File: src/rtl/txr_pkg.sv
package txr_pkg;

    localparam int unsigned B_READY = 15;
    localparam int unsigned B_WRAP  = 13;
    localparam int unsigned B_INTR  = 12;
    localparam int unsigned B_LAST  = 11;
    localparam int unsigned B_CONT  = 9;
    localparam int unsigned B_UNDR  = 1;
    localparam int unsigned B_MMERR = 0;

    localparam logic [15:0] STATUS_BITS = 16'h0003;

    localparam logic [6:0] REG_MODE  = 7'd0;
    localparam logic [6:0] REG_BASE  = 7'd1;
    localparam logic [6:0] REG_EVENT = 7'd2;
    localparam logic [6:0] REG_MASK  = 7'd3;
    localparam logic [6:0] REG_CMD   = 7'd4;

    typedef enum logic [2:0] {
        ST_WAIT,
        ST_OPEN,
        ST_LOAD,
        ST_SEND,
        ST_CLOSE
    } eng_state_e;

    typedef struct packed {
        logic wrap;
        logic intr;
        logic last;
        logic cont;
    } desc_flags_t;

    function automatic desc_flags_t decode_flags(input logic [15:0] w);
        desc_flags_t f;
        f.wrap = w[B_WRAP];
        f.intr = w[B_INTR];
        f.last = w[B_LAST];
        f.cont = w[B_CONT];
        return f;
    endfunction

    function automatic logic [15:0] close_word(input logic [15:0] w, input logic keep,
                                               input logic un, input logic me);
        logic [15:0] r;
        r          = w;
        r[B_READY] = keep;
        r[B_UNDR]  = un;
        r[B_MMERR] = me;
        return r;
    endfunction

endpackage

File: src/rtl/txr_regs.sv
module txr_regs
    import txr_pkg::*;
#(
    parameter int IW = 3
) (
    input  logic          clk,
    input  logic          rst,
    input  logic          wr,
    input  logic [6:0]    addr,
    input  logic [15:0]   wdata,
    input  logic [1:0]    ev_set,
    output logic          master,
    output logic [IW-1:0] base,
    output logic [1:0]    events,
    output logic [1:0]    mask,
    output logic          cmd_restart,
    output logic          cmd_poll,
    output logic          irq,
    output logic [15:0]   rdata
);

    always_ff @(posedge clk) begin
        if (rst) begin
            master <= 1'b0;
            base   <= '0;
            events <= '0;
            mask   <= '0;
        end else begin
            if (wr && addr == REG_MODE) master <= wdata[0];
            if (wr && addr == REG_BASE) base <= wdata[IW-1:0];
            if (wr && addr == REG_MASK) mask <= wdata[1:0];
            if (wr && addr == REG_EVENT)
                events <= (events & ~wdata[1:0]) | ev_set;
            else
                events <= events | ev_set;
        end
    end

    assign cmd_restart = wr && addr == REG_CMD && wdata[0];
    assign cmd_poll    = wr && addr == REG_CMD && wdata[1];
    assign irq         = |(events & mask);

    always_comb begin
        rdata = '0;
        case (addr)
            REG_MODE:  rdata[0] = master;
            REG_BASE:  rdata[IW-1:0] = base;
            REG_EVENT: rdata[1:0] = events;
            REG_MASK:  rdata[1:0] = mask;
            default:   rdata = '0;
        endcase
    end

endmodule

File: src/rtl/txr_desc_mem.sv
module txr_desc_mem #(
    parameter int NDESC = 8,
    parameter int IW    = 3,
    parameter int DW    = 16
) (
    input  logic          clk,
    input  logic          rst,
    input  logic          h_we,
    input  logic [IW-1:0] h_idx,
    input  logic [1:0]    h_word,
    input  logic [DW-1:0] h_wdata,
    output logic [DW-1:0] h_rdata,
    input  logic [IW-1:0] e_idx,
    input  logic          e_we,
    input  logic [DW-1:0] e_ctrl,
    output logic [DW-1:0] e_ctrl_rd,
    output logic [DW-1:0] e_cnt_rd,
    output logic [DW-1:0] e_adr_rd
);

    logic [NDESC-1:0][DW-1:0] ctrl_a;
    logic [NDESC-1:0][DW-1:0] cnt_a;
    logic [NDESC-1:0][DW-1:0] adr_a;

    for (genvar g = 0; g < NDESC; g++) begin : g_slot
        logic [DW-1:0] c_q, n_q, a_q;
        logic          hit_h, hit_e;
        assign hit_h = h_we && h_idx == IW'(g);
        assign hit_e = e_we && e_idx == IW'(g);

        always_ff @(posedge clk) begin
            if (rst) begin
                c_q <= '0;
                n_q <= '0;
                a_q <= '0;
            end else begin
                if (hit_e)
                    c_q <= e_ctrl;
                else if (hit_h && h_word == 2'd0)
                    c_q <= h_wdata;
                if (hit_h && h_word == 2'd1) n_q <= h_wdata;
                if (hit_h && h_word == 2'd2) a_q <= h_wdata;
            end
        end

        assign ctrl_a[g] = c_q;
        assign cnt_a[g]  = n_q;
        assign adr_a[g]  = a_q;
    end

    always_comb begin
        case (h_word)
            2'd0:    h_rdata = ctrl_a[h_idx];
            2'd1:    h_rdata = cnt_a[h_idx];
            2'd2:    h_rdata = adr_a[h_idx];
            default: h_rdata = '0;
        endcase
    end

    assign e_ctrl_rd = ctrl_a[e_idx];
    assign e_cnt_rd  = cnt_a[e_idx];
    assign e_adr_rd  = adr_a[e_idx];

endmodule

File: src/rtl/txr_engine.sv
module txr_engine
    import txr_pkg::*;
#(
    parameter int NDESC = 8,
    parameter int IW    = 3,
    parameter int DW    = 16
) (
    input  logic          clk,
    input  logic          rst,
    input  logic          master,
    input  logic [IW-1:0] base,
    input  logic          cmd_restart,
    input  logic          cmd_poll,
    input  logic [DW-1:0] d_ctrl,
    input  logic [DW-1:0] d_cnt,
    input  logic [DW-1:0] d_adr,
    output logic [IW-1:0] d_idx,
    output logic          d_we,
    output logic [DW-1:0] d_wctrl,
    output logic [1:0]    ev_set,
    output logic [DW-1:0] buf_addr,
    input  logic [7:0]    buf_rdata,
    output logic          tx_valid,
    output logic [7:0]    tx_data,
    output logic          tx_last,
    input  logic          tx_ready,
    input  logic          ss_in,
    output eng_state_e    state
);

    localparam logic [IW-1:0] LAST_SLOT = IW'(NDESC - 1);

    eng_state_e    state_q;
    logic [IW-1:0] ptr_q;
    logic [DW-1:0] idx_q, cnt_q, start_q;
    desc_flags_t   flags_q;
    logic          un_q, me_q;

    logic final_byte, clash, starve, keep_ready, failed;
    logic [IW-1:0] next_ptr;

    assign final_byte = idx_q == cnt_q - 1'b1;
    assign clash      = master && ss_in;
    assign starve     = !master && tx_ready;
    assign failed     = un_q || me_q;
    assign keep_ready = flags_q.cont && master && !failed;
    assign next_ptr   = (flags_q.wrap || ptr_q == LAST_SLOT) ? base : ptr_q + 1'b1;

    always_ff @(posedge clk) begin
        if (rst) begin
            state_q <= ST_WAIT;
            ptr_q   <= '0;
            idx_q   <= '0;
            cnt_q   <= '0;
            start_q <= '0;
            flags_q <= '0;
            un_q    <= 1'b0;
            me_q    <= 1'b0;
        end else begin
            case (state_q)
                ST_WAIT: begin
                    if (cmd_restart) begin
                        ptr_q   <= base;
                        state_q <= ST_OPEN;
                    end else if (cmd_poll) begin
                        state_q <= ST_OPEN;
                    end
                end
                ST_OPEN: begin
                    if (d_ctrl[B_READY]) begin
                        flags_q <= decode_flags(d_ctrl);
                        cnt_q   <= d_cnt;
                        start_q <= d_adr;
                        idx_q   <= '0;
                        un_q    <= 1'b0;
                        me_q    <= 1'b0;
                        state_q <= (d_cnt == '0) ? ST_CLOSE : ST_LOAD;
                    end else begin
                        state_q <= ST_WAIT;
                    end
                end
                ST_LOAD: begin
                    if (clash) begin
                        me_q    <= 1'b1;
                        state_q <= ST_CLOSE;
                    end else if (starve) begin
                        un_q    <= 1'b1;
                        state_q <= ST_CLOSE;
                    end else begin
                        state_q <= ST_SEND;
                    end
                end
                ST_SEND: begin
                    if (clash) begin
                        me_q    <= 1'b1;
                        state_q <= ST_CLOSE;
                    end else if (tx_ready) begin
                        if (final_byte) begin
                            state_q <= ST_CLOSE;
                        end else begin
                            idx_q   <= idx_q + 1'b1;
                            state_q <= ST_LOAD;
                        end
                    end
                end
                ST_CLOSE: begin
                    ptr_q   <= next_ptr;
                    state_q <= ST_OPEN;
                end
                default: state_q <= ST_WAIT;
            endcase
        end
    end

    always_comb begin
        d_we    = 1'b0;
        d_wctrl = d_ctrl;
        ev_set  = 2'b00;
        if (state_q == ST_OPEN && d_ctrl[B_READY]) begin
            d_we    = 1'b1;
            d_wctrl = d_ctrl & ~STATUS_BITS;
        end else if (state_q == ST_CLOSE) begin
            d_we    = 1'b1;
            d_wctrl = close_word(d_ctrl, keep_ready, un_q, me_q);
            if (flags_q.intr) ev_set = failed ? 2'b10 : 2'b01;
        end
    end

    assign d_idx    = ptr_q;
    assign buf_addr = start_q + idx_q;
    assign tx_valid = state_q == ST_SEND;
    assign tx_data  = buf_rdata;
    assign tx_last  = state_q == ST_SEND && flags_q.last && final_byte;
    assign state    = state_q;

endmodule

File: src/rtl/spi_txring.sv
module spi_txring
    import txr_pkg::*;
#(
    parameter int NDESC = 8,
    parameter int DW    = 16
) (
    input  logic          clk,
    input  logic          rst,
    input  logic          host_wr,
    input  logic [7:0]    host_addr,
    input  logic [15:0]   host_wdata,
    output logic [15:0]   host_rdata,
    output logic [DW-1:0] buf_addr,
    input  logic [7:0]    buf_rdata,
    output logic          tx_valid,
    output logic [7:0]    tx_data,
    output logic          tx_last,
    input  logic          tx_ready,
    input  logic          ss_in,
    output logic          irq
);

    localparam int IW = (NDESC > 1) ? $clog2(NDESC) : 1;

    logic          master_w, cmd_restart_w, cmd_poll_w;
    logic [IW-1:0] base_w, d_idx_w;
    logic [1:0]    events_w, mask_w, ev_set_w;
    logic [15:0]   reg_rdata_w, desc_rdata_w;
    logic [DW-1:0] d_ctrl_w, d_cnt_w, d_adr_w, d_wctrl_w;
    logic          d_we_w, sel_desc;
    eng_state_e    eng_state_w;

    assign sel_desc = host_addr[7];

    txr_regs #(.IW(IW)) u_regs (
        .clk        (clk),
        .rst        (rst),
        .wr         (host_wr && !sel_desc),
        .addr       (host_addr[6:0]),
        .wdata      (host_wdata),
        .ev_set     (ev_set_w),
        .master     (master_w),
        .base       (base_w),
        .events     (events_w),
        .mask       (mask_w),
        .cmd_restart(cmd_restart_w),
        .cmd_poll   (cmd_poll_w),
        .irq        (irq),
        .rdata      (reg_rdata_w)
    );

    txr_desc_mem #(.NDESC(NDESC), .IW(IW), .DW(DW)) u_desc (
        .clk      (clk),
        .rst      (rst),
        .h_we     (host_wr && sel_desc),
        .h_idx    (host_addr[IW+1:2]),
        .h_word   (host_addr[1:0]),
        .h_wdata  (DW'(host_wdata)),
        .h_rdata  (desc_rdata_w),
        .e_idx    (d_idx_w),
        .e_we     (d_we_w),
        .e_ctrl   (d_wctrl_w),
        .e_ctrl_rd(d_ctrl_w),
        .e_cnt_rd (d_cnt_w),
        .e_adr_rd (d_adr_w)
    );

    txr_engine #(.NDESC(NDESC), .IW(IW), .DW(DW)) u_eng (
        .clk        (clk),
        .rst        (rst),
        .master     (master_w),
        .base       (base_w),
        .cmd_restart(cmd_restart_w),
        .cmd_poll   (cmd_poll_w),
        .d_ctrl     (d_ctrl_w),
        .d_cnt      (d_cnt_w),
        .d_adr      (d_adr_w),
        .d_idx      (d_idx_w),
        .d_we       (d_we_w),
        .d_wctrl    (d_wctrl_w),
        .ev_set     (ev_set_w),
        .buf_addr   (buf_addr),
        .buf_rdata  (buf_rdata),
        .tx_valid   (tx_valid),
        .tx_data    (tx_data),
        .tx_last    (tx_last),
        .tx_ready   (tx_ready),
        .ss_in      (ss_in),
        .state      (eng_state_w)
    );

    assign host_rdata = sel_desc ? desc_rdata_w : reg_rdata_w;

endmodule

File: config.mk
export PLATFORM = sky130hd
export DESIGN_NAME = spi_txring
export DESIGN_NICKNAME = d
export VERILOG_FILES = /design/src/rtl/txr_pkg.sv /design/src/rtl/txr_regs.sv /design/src/rtl/txr_desc_mem.sv /design/src/rtl/txr_engine.sv /design/src/rtl/spi_txring.sv
export SDC_FILE = /design/constraint.sdc
export NUM_CORES = 1
export LEC_CHECK = 0
export BUFFER_PORTS_ARGS = -buffer_cell sky130_fd_sc_hd__buf_2
export CAP_MARGIN = 10
export CORE_UTILIZATION = 39
export CTS_BUF_LIST = sky130_fd_sc_hd__clkbuf_8 sky130_fd_sc_hd__clkbuf_16
export CTS_CLUSTER_SIZE = 8
export DETAILED_ROUTE_END_ITERATION = 10
export PLACE_DENSITY = 0.66
export SLEW_MARGIN = 15
export SYNTH_ARGS = -nofsm -noshare
export SYNTH_HDL_FRONTEND = slang
export SYNTH_SLANG_ARGS = --single-unit
File: constraint.sdc
create_clock -name clk -period 4.2 [get_ports clk]
set_clock_uncertainty 0.1 [all_clocks]
set_input_delay 0.84 -clock clk [delete_from_list [all_inputs] [get_ports clk]]
set_output_delay 0.84 -clock clk [all_outputs]
set_load 0.02 [all_outputs]
==> metrics.txt, run 1 <==
status complete, no violations; # setup viols final 0; Synth Flop Type dfxtp_1; Final WS setup 0.1310 ns; power consumption 9.509 mW; hold_buf cts 0; Setup crit end kind primary output; floorplan row count 91; Final TNS setup 0 ns; Detailed Route WL 86050 µm; ys async rst share 0%; HPWL after DPL 57550 µm; EDFF count, synth 0; routed via count 22580; placed instance area 25990 µm²; post-synthesis sequential area ratio 36.68%; Clock power frac 49.9%; RSZ-0062 raised after global routing false; Bufs on Longest Clock Path 3; drt drc 0; synthesized net count 2840; Int Power 7.294 mW; Post-Syn Instances 2779; leading area contributor after synthesis dfxtp_1; f_max 245.8 MHz; Sw Ratio 23.29%; via/cell ratio 6.256; Mapped Area 24670 µm²; Top Layer Used met4; Synth Area per Inst 8.878 µm²; H-Tree Depth 3; post-route minimum period 4.069 ns; sequential power share 45.5%; Sw Pwr 2.215 mW; DRT antenna net count 0; post-route cell area 27840 µm²; combinational share of power 4.6%; Sinks on Clock Net 452; share of cells above drive strength 1 17.93%; CP startpoint kind flop; Metal-1 WL 34020 µm; first-pass GRT wire length 129800 µm; grt ovf 0; crit-path max FO 5; top post-synthesis cells by area dfxtp_1 37%, mux4_2 19%, nand2_1 11%; wire per inst 23.84 µm; final net count 2827; GP Congestion 0.9358; area of the core 62050 µm²; DP Worst Slack 0.2349 ns; I/O pins 80; clk_lat worst skew 0.60 ns; Met2 Wirelength 38390 µm; Tcrit/Tclk final 96.88%; pin count of the biggest net entering global routing 162; Hold Crit Class flop to flop; die height 253.5 µm; worst r2r path cells 8; Slew Limit Fails 0; final hold violation count 0; Area Growth Syn to Fin 12.85%; Power Density 341.5 nW/µm²; peak supply drop 0.3241 mV; met3 WL 10580 µm; DR pass1 iterations 5; die width 253.5 µm; GRT Total Usage 26.54%; CTS root buffer clkbuf_16; initial antenna violation count 1; worst slew pin tran 1.123 ns; Arr. time, crit path 3.13 ns; Max Cap Viol 0; die area 64270 µm²; Synth Register Bits 452; vias in the first global route 21480; Ys Warns 0; TritonCTS clock tree built; Worst Hold Path Cells 2; number of buffers created by CTS 66; Yosys top cell area share 36.68%; Reg clk slew, reported paths 0.05 ns; post-synthesis cell type count 69; CP required 3.26 ns; Initial Util 39.76%; IO Port Bufs 63; leakage 9.335 nW; initial DRC count 2777; critical path class flop to primary output; relative slew slack 25.11%
## metrics by stage
step	utilization [%]	instances	hold slack (ns)
6_report	44.87	3610	0.3664
2_1_floorplan	-	2779	0.3429
3_3_place_gp	41.88	3532	0.3511
5_1_grt	44.87	3609	0.3846
4_1_cts	44.78	3609	0.3662
3_5_place_dp	41.88	3532	0.3598
## metal layers
metal  vias to the layer above  GRT usage [%]
li1                       9931              -
met1                     11050          35.14
met2                      1378          40.45
met3                       227          7.979
met4                         0          10.30
met5                         -              0
## synthesized netlist by cell type (19+ instances only)
master      n
inv_1      33
mux2i_1   121
dfxtp_1   452
and2_1     19
nor2_1    208
o21ai_0    27
buf_1      25
a311oi_1   48
clkbuf_1  198
a211oi_1   92
ha_1       23
a21oi_1   294
mux4_2    203
nor3_1     28
nand2_1   697
nand3_1    46
## cell families (layout without fill, tap and decap cells)
group	Yosys count	in the layout	synth area share (%)
AO/OA/AOI/OAI	559	559	14.17
flip-flops	452	452	36.68
buffers and inverters	286	279	4.625
adder cells (fa/ha/maj)	24	24	1.248
multiplexers	332	332	23.80
other	0	1	0
XOR/XNOR	24	24	0.8520
AND/OR/NAND/NOR	1102	1102	18.63
## cells in the final DEF (no fill, tap or decap), drive strengths merged, types with 13 or more instances in the layout
cell,Yosys,final
a211oi,92,92
a21oi,294,294
a221oi,18,18
a311oi,48,48
and2,19,19
buf,53,170
clkbuf,198,69
dfxtp,452,452
ha,23,23
inv,33,37
mux2i,121,121
mux4,203,203
nand2,697,697
nand2b,13,13
nand3,46,46
nor2,208,208
nor2b,17,17
nor3,28,28
o211ai,13,13
o21ai,30,30
o22ai,15,15
or3,17,17
xnor2,18,18
## power groups by stage
stage | Clock, mW | Sequential, mW | Combinational, mW
3_5_place_dp | 0 | 4.41 | 0.427
6_report | 4.75 | 4.32 | 0.438
5_1_grt | 4.97 | 4.32 | 0.458
4_1_cts | 4.78 | 4.32 | 0.428
3_3_place_gp | 0 | 4.41 | 0.419
2_1_floorplan | 0 | 4.40 | 0.287
## final timing paths
check,from,to,slack [ns]
setup / recovery,u_eng.cnt_q[1],tx_last,0.13
hold / removal,u_desc.g_slot[6].a_q[6],u_desc.g_slot[6].a_q[6],0.37
setup reg to reg,u_eng.d_idx[1],u_desc.g_slot[7].c_q[12],0.73
hold reg to reg,u_desc.g_slot[6].a_q[6],u_desc.g_slot[6].a_q[6],0.37
## sequential cells by signal (all words and copies together) (netlist names)
name	count
u_eng.me_q	1
u_regs.master	1
u_regs.mask	2
u_eng.un_q	1
u_regs.events	2
u_desc.g_slot.c_q	128
u_eng.idx_q	16
u_eng.d_idx	3
u_desc.g_slot.a_q	128
u_eng.start_q	16
u_desc.g_slot.n_q	128
u_regs.base	3
u_eng.flags_q	4
u_eng.state	3
u_eng.cnt_q	16
## worst max-delay path, stage by stage (launching register included)
cell and delay, ns:
dfxtp_2 0.33, inv_2 0.07, ha_4 0.14, or4b_4 0.49, buf_4 0.17, o21a_1 0.18, or4b_4 0.52, nand3_2 0.08
nor4b_4 0.21, and3_4 0.22, buf_4 0.14
## what timing repair did
| item | 4_1_cts | 5_1_grt |
|---|---|---|
| resized for setup | 7 | 17 |
| setup endpoints to repair | 2 | 6 |
| buffers inserted | 3 | 0 |
| pin swaps | 3 | 4 |
## layout make-up
cell class	count	area, µm²
diodes	1	2.502
clock buffers	69	1715
clock inverters	5	36.28
fillers	5858	34210
inverters	35	131.4
multi-input cells	2041	14590
flip-flops and latches	452	9064
well taps	837	1047
repair buffers	170	1252
No activity file was read; power rests on OpenSTA's default activity.
==> run 2, diff against run 1 <==
--- a/config.mk
+++ b/config.mk
@@ -8,10 +8,9 @@
 export BUFFER_PORTS_ARGS = -buffer_cell sky130_fd_sc_hd__buf_2
 export CAP_MARGIN = 10
 export CORE_UTILIZATION = 39
-export CTS_BUF_LIST = sky130_fd_sc_hd__clkbuf_8 sky130_fd_sc_hd__clkbuf_16
 export CTS_CLUSTER_SIZE = 8
 export DETAILED_ROUTE_END_ITERATION = 10
-export PLACE_DENSITY = 0.66
+export PLACE_DENSITY = 0.68
 export SLEW_MARGIN = 15
 export SYNTH_ARGS = -nofsm -noshare
 export SYNTH_HDL_FRONTEND = slang
==> constraint.sdc (replaced) <==
create_clock -name clk -period 3.59 [get_ports clk]
set_clock_uncertainty 0.1 [all_clocks]
set_input_delay 0.718 -clock clk [delete_from_list [all_inputs] [get_ports clk]]
set_output_delay 0.718 -clock clk [all_outputs]
set_load 0.02 [all_outputs]
==> run 2 against run 1 <==
Compared with the run above:
- the run now ends with setup timing left
- die area unchanged
- wire length increased by 0.96%
- via count rose by 0.42%
- first-iteration DRC count decreased by 1.4%
- power up 17%
- critical path depth decreased by 2
- sequential power up 17%
- critical path type unchanged
- largest power group unchanged
==> metrics.txt, run 2 (synthesis results as in run 1) <==
clk_lat worst skew 0.60 ns (about the same); register area 9080 µm² (+0.18%); Reg clk slew, reported paths 0.04 ns (about the same); CP startpoint kind flop; DP Worst Slack 0.01142 ns (-0.2235 ns); Hold Crit Class flop to flop; floorplan row count 91 (unchanged); RSZ-0062 raised after global routing true; drt drc 0 (unchanged); HPWL after DPL 57830 µm (+0.49%); Initial Util 39.76% (unchanged); IO Port Bufs 63 (unchanged); CTS root buffer clkbuf_16; worst reg-to-reg setup slack 0.14 ns (-0.59 ns); fill count 5872 (+0.24%); status finished with violations; initial DRC count 2739 (-1.4%); post-route minimum period 3.769 ns; area of the core 62050 µm² (unchanged); delay-heaviest family, CP simple AND/OR/NAND/NOR gates; DR pass1 iterations 6 (+1); Tcrit/Tclk final 105.0%; share of cells above drive strength 1 21.35% (+3.4 points); pin count of the biggest net entering global routing 145 (-10%); number of buffers created by CTS 66 (unchanged); Max Cap Viol 0 (unchanged); hold_buf cts 0 (unchanged); post-route cell area 28820 µm² (+3.5%); final hold violation count 0 (unchanged); I/O pins 80 (unchanged); vias in the first global route 21320 (-0.77%); CP most frequent cell or3_4; CP required 2.77 ns (-0.49 ns); Setup crit end kind primary output; Hold Slack 0.3655 ns (-0.0009440 ns); TritonCTS clock tree built; critical path class flop to primary output; routed via count 22680 (+0.42%); worst slew pin tran 1.036 ns (-0.08681 ns); Detailed Route WL 86880 µm (+0.96%); f_max 265.3 MHz; first-pass GRT wire length 130300 µm (+0.46%); die width 253.5 µm (unchanged); Critical Path Max Stage Delay 0.43 ns (-0.09 ns); Sinks on Clock Net 452 (unchanged); Arr. time, crit path 2.95 ns (-0.18 ns); final net count 2895 (+2.4%); placed instance area 26570 µm² (+2.2%); relative slew slack 30.90% (+5.8 points); H-Tree Depth 3 (unchanged); crit-path max FO 4 (-1); GRT Total Usage 26.81% (+0.27 points); critical-path cell list or3_4, or4_4, or3_4, a21oi_2, nand3_2, nor4b_4, and3_1, buf_6; Bufs on Longest Clock Path 3 (unchanged); Power Density 385.4 nW/µm² (+13%); # setup viols final 1 (+1); GP Congestion 0.9453 (+1.0%); commonest cells after routing, fill and taps aside 697 x nand2_1, 435 x dfxtp_1, 289 x a21oi_1, 203 x mux4_2, 202 x nor2_1; leakage 9.739 nW (+4.3%); Slowest-stage cell, CP or4_4; initial antenna violation count 4 (+3); Area Growth Syn to Fin 16.80%; peak supply drop 0.3050 mV (-5.9%); biggest regs u_desc.g_slot.a_q: 128 flops, u_desc.g_slot.c_q: 128 flops, u_desc.g_slot.n_q: 128 flops; DRT antenna net count 0 (unchanged); Slew Limit Fails 0 (unchanged); CP Buf/Inv Count 1 (-2); die area 64270 µm² (unchanged); multi-input logic area 14800 µm² (+1.4%); wire per inst 23.63 µm (-0.88%); die height 253.5 µm (unchanged); via/cell ratio 6.167 (-1.4%); grt ovf 0 (unchanged); final design utilization 46.44% (+1.6 points); commonest non-fill, non-tap cell in the layout nand2_1; failing checks setup timing; Final WS setup -0.1788 ns (-0.3098 ns)
## run 2: repair_timing
item,4_1_cts,5_1_grt
gates cloned,0,1
resized for setup,49,37
endpoints found under the setup margin,7,17
setup buffers,15,7
hold endpoints to repair,0,0
pin swaps,25,28
## run 2: path summary, 6_finish.rpt
| path | from | endpoint | cells past startpoint |
|---|---|---|---|
| worst min-delay path | u_desc.g_slot[6].n_q[12] | u_desc.g_slot[6].n_q[12] | 2 |
| worst max register to register | u_eng.d_idx[0] | u_eng.state[2] | 9 |
| worst max-delay path | u_eng.cnt_q[10] | tx_last | 8 |
| worst min register to register | u_desc.g_slot[6].n_q[12] | u_desc.g_slot[6].n_q[12] | 2 |
## run 2: through the flow
step | instances | power (mW) | setup TNS (ns)
detailed placement | 3580 | 5.688 | 0
floorplan | 2779 | 5.490 | 0
finish | 3677 | 11.11 | -0.1788
global route | 3675 | 11.39 | -0.3550
CTS | 3667 | 11.13 | -0.4122
global placement | 3580 | 5.686 | 0
## run 2: power breakdown
part | internal [mW] | switching (mW)
clock network | 3.28 | 2.22
registers | 5.04 | 0.0158
logic | 0.178 | 0.371
total | 8.50 | 2.61
## run 2: worst register-to-register path, delay by kind of cell (launching register included)
family | cells | cell delay [ns]
AO/OA/AOI/OAI | 4 | 0.98
multiplexers | 2 | 1.15
buffers and inverters | 2 | 0.52
flip-flops | 1 | 0.48
AND/OR/NAND/NOR | 1 | 0.16
## run 2: per-layer routing
layer	global-route usage (%)	wire length [µm]	vias to the layer above
li1	-	-	10070
met1	36.43	35100	11080
met2	40.58	38520	1300
met3	7.580	10360	225
met4	9.368	2877	4
met5	0	24	-
## run 2: area by class of cell
type,instances,area share (%)
timing repair buffer,238,7.073
clock inverter,3,0.1172
multi-input combinational,2041,51.35
inverter,35,0.4559
tap,837,3.634
antenna,2,0.01737
clock buffer,69,5.840
sequential,452,31.51
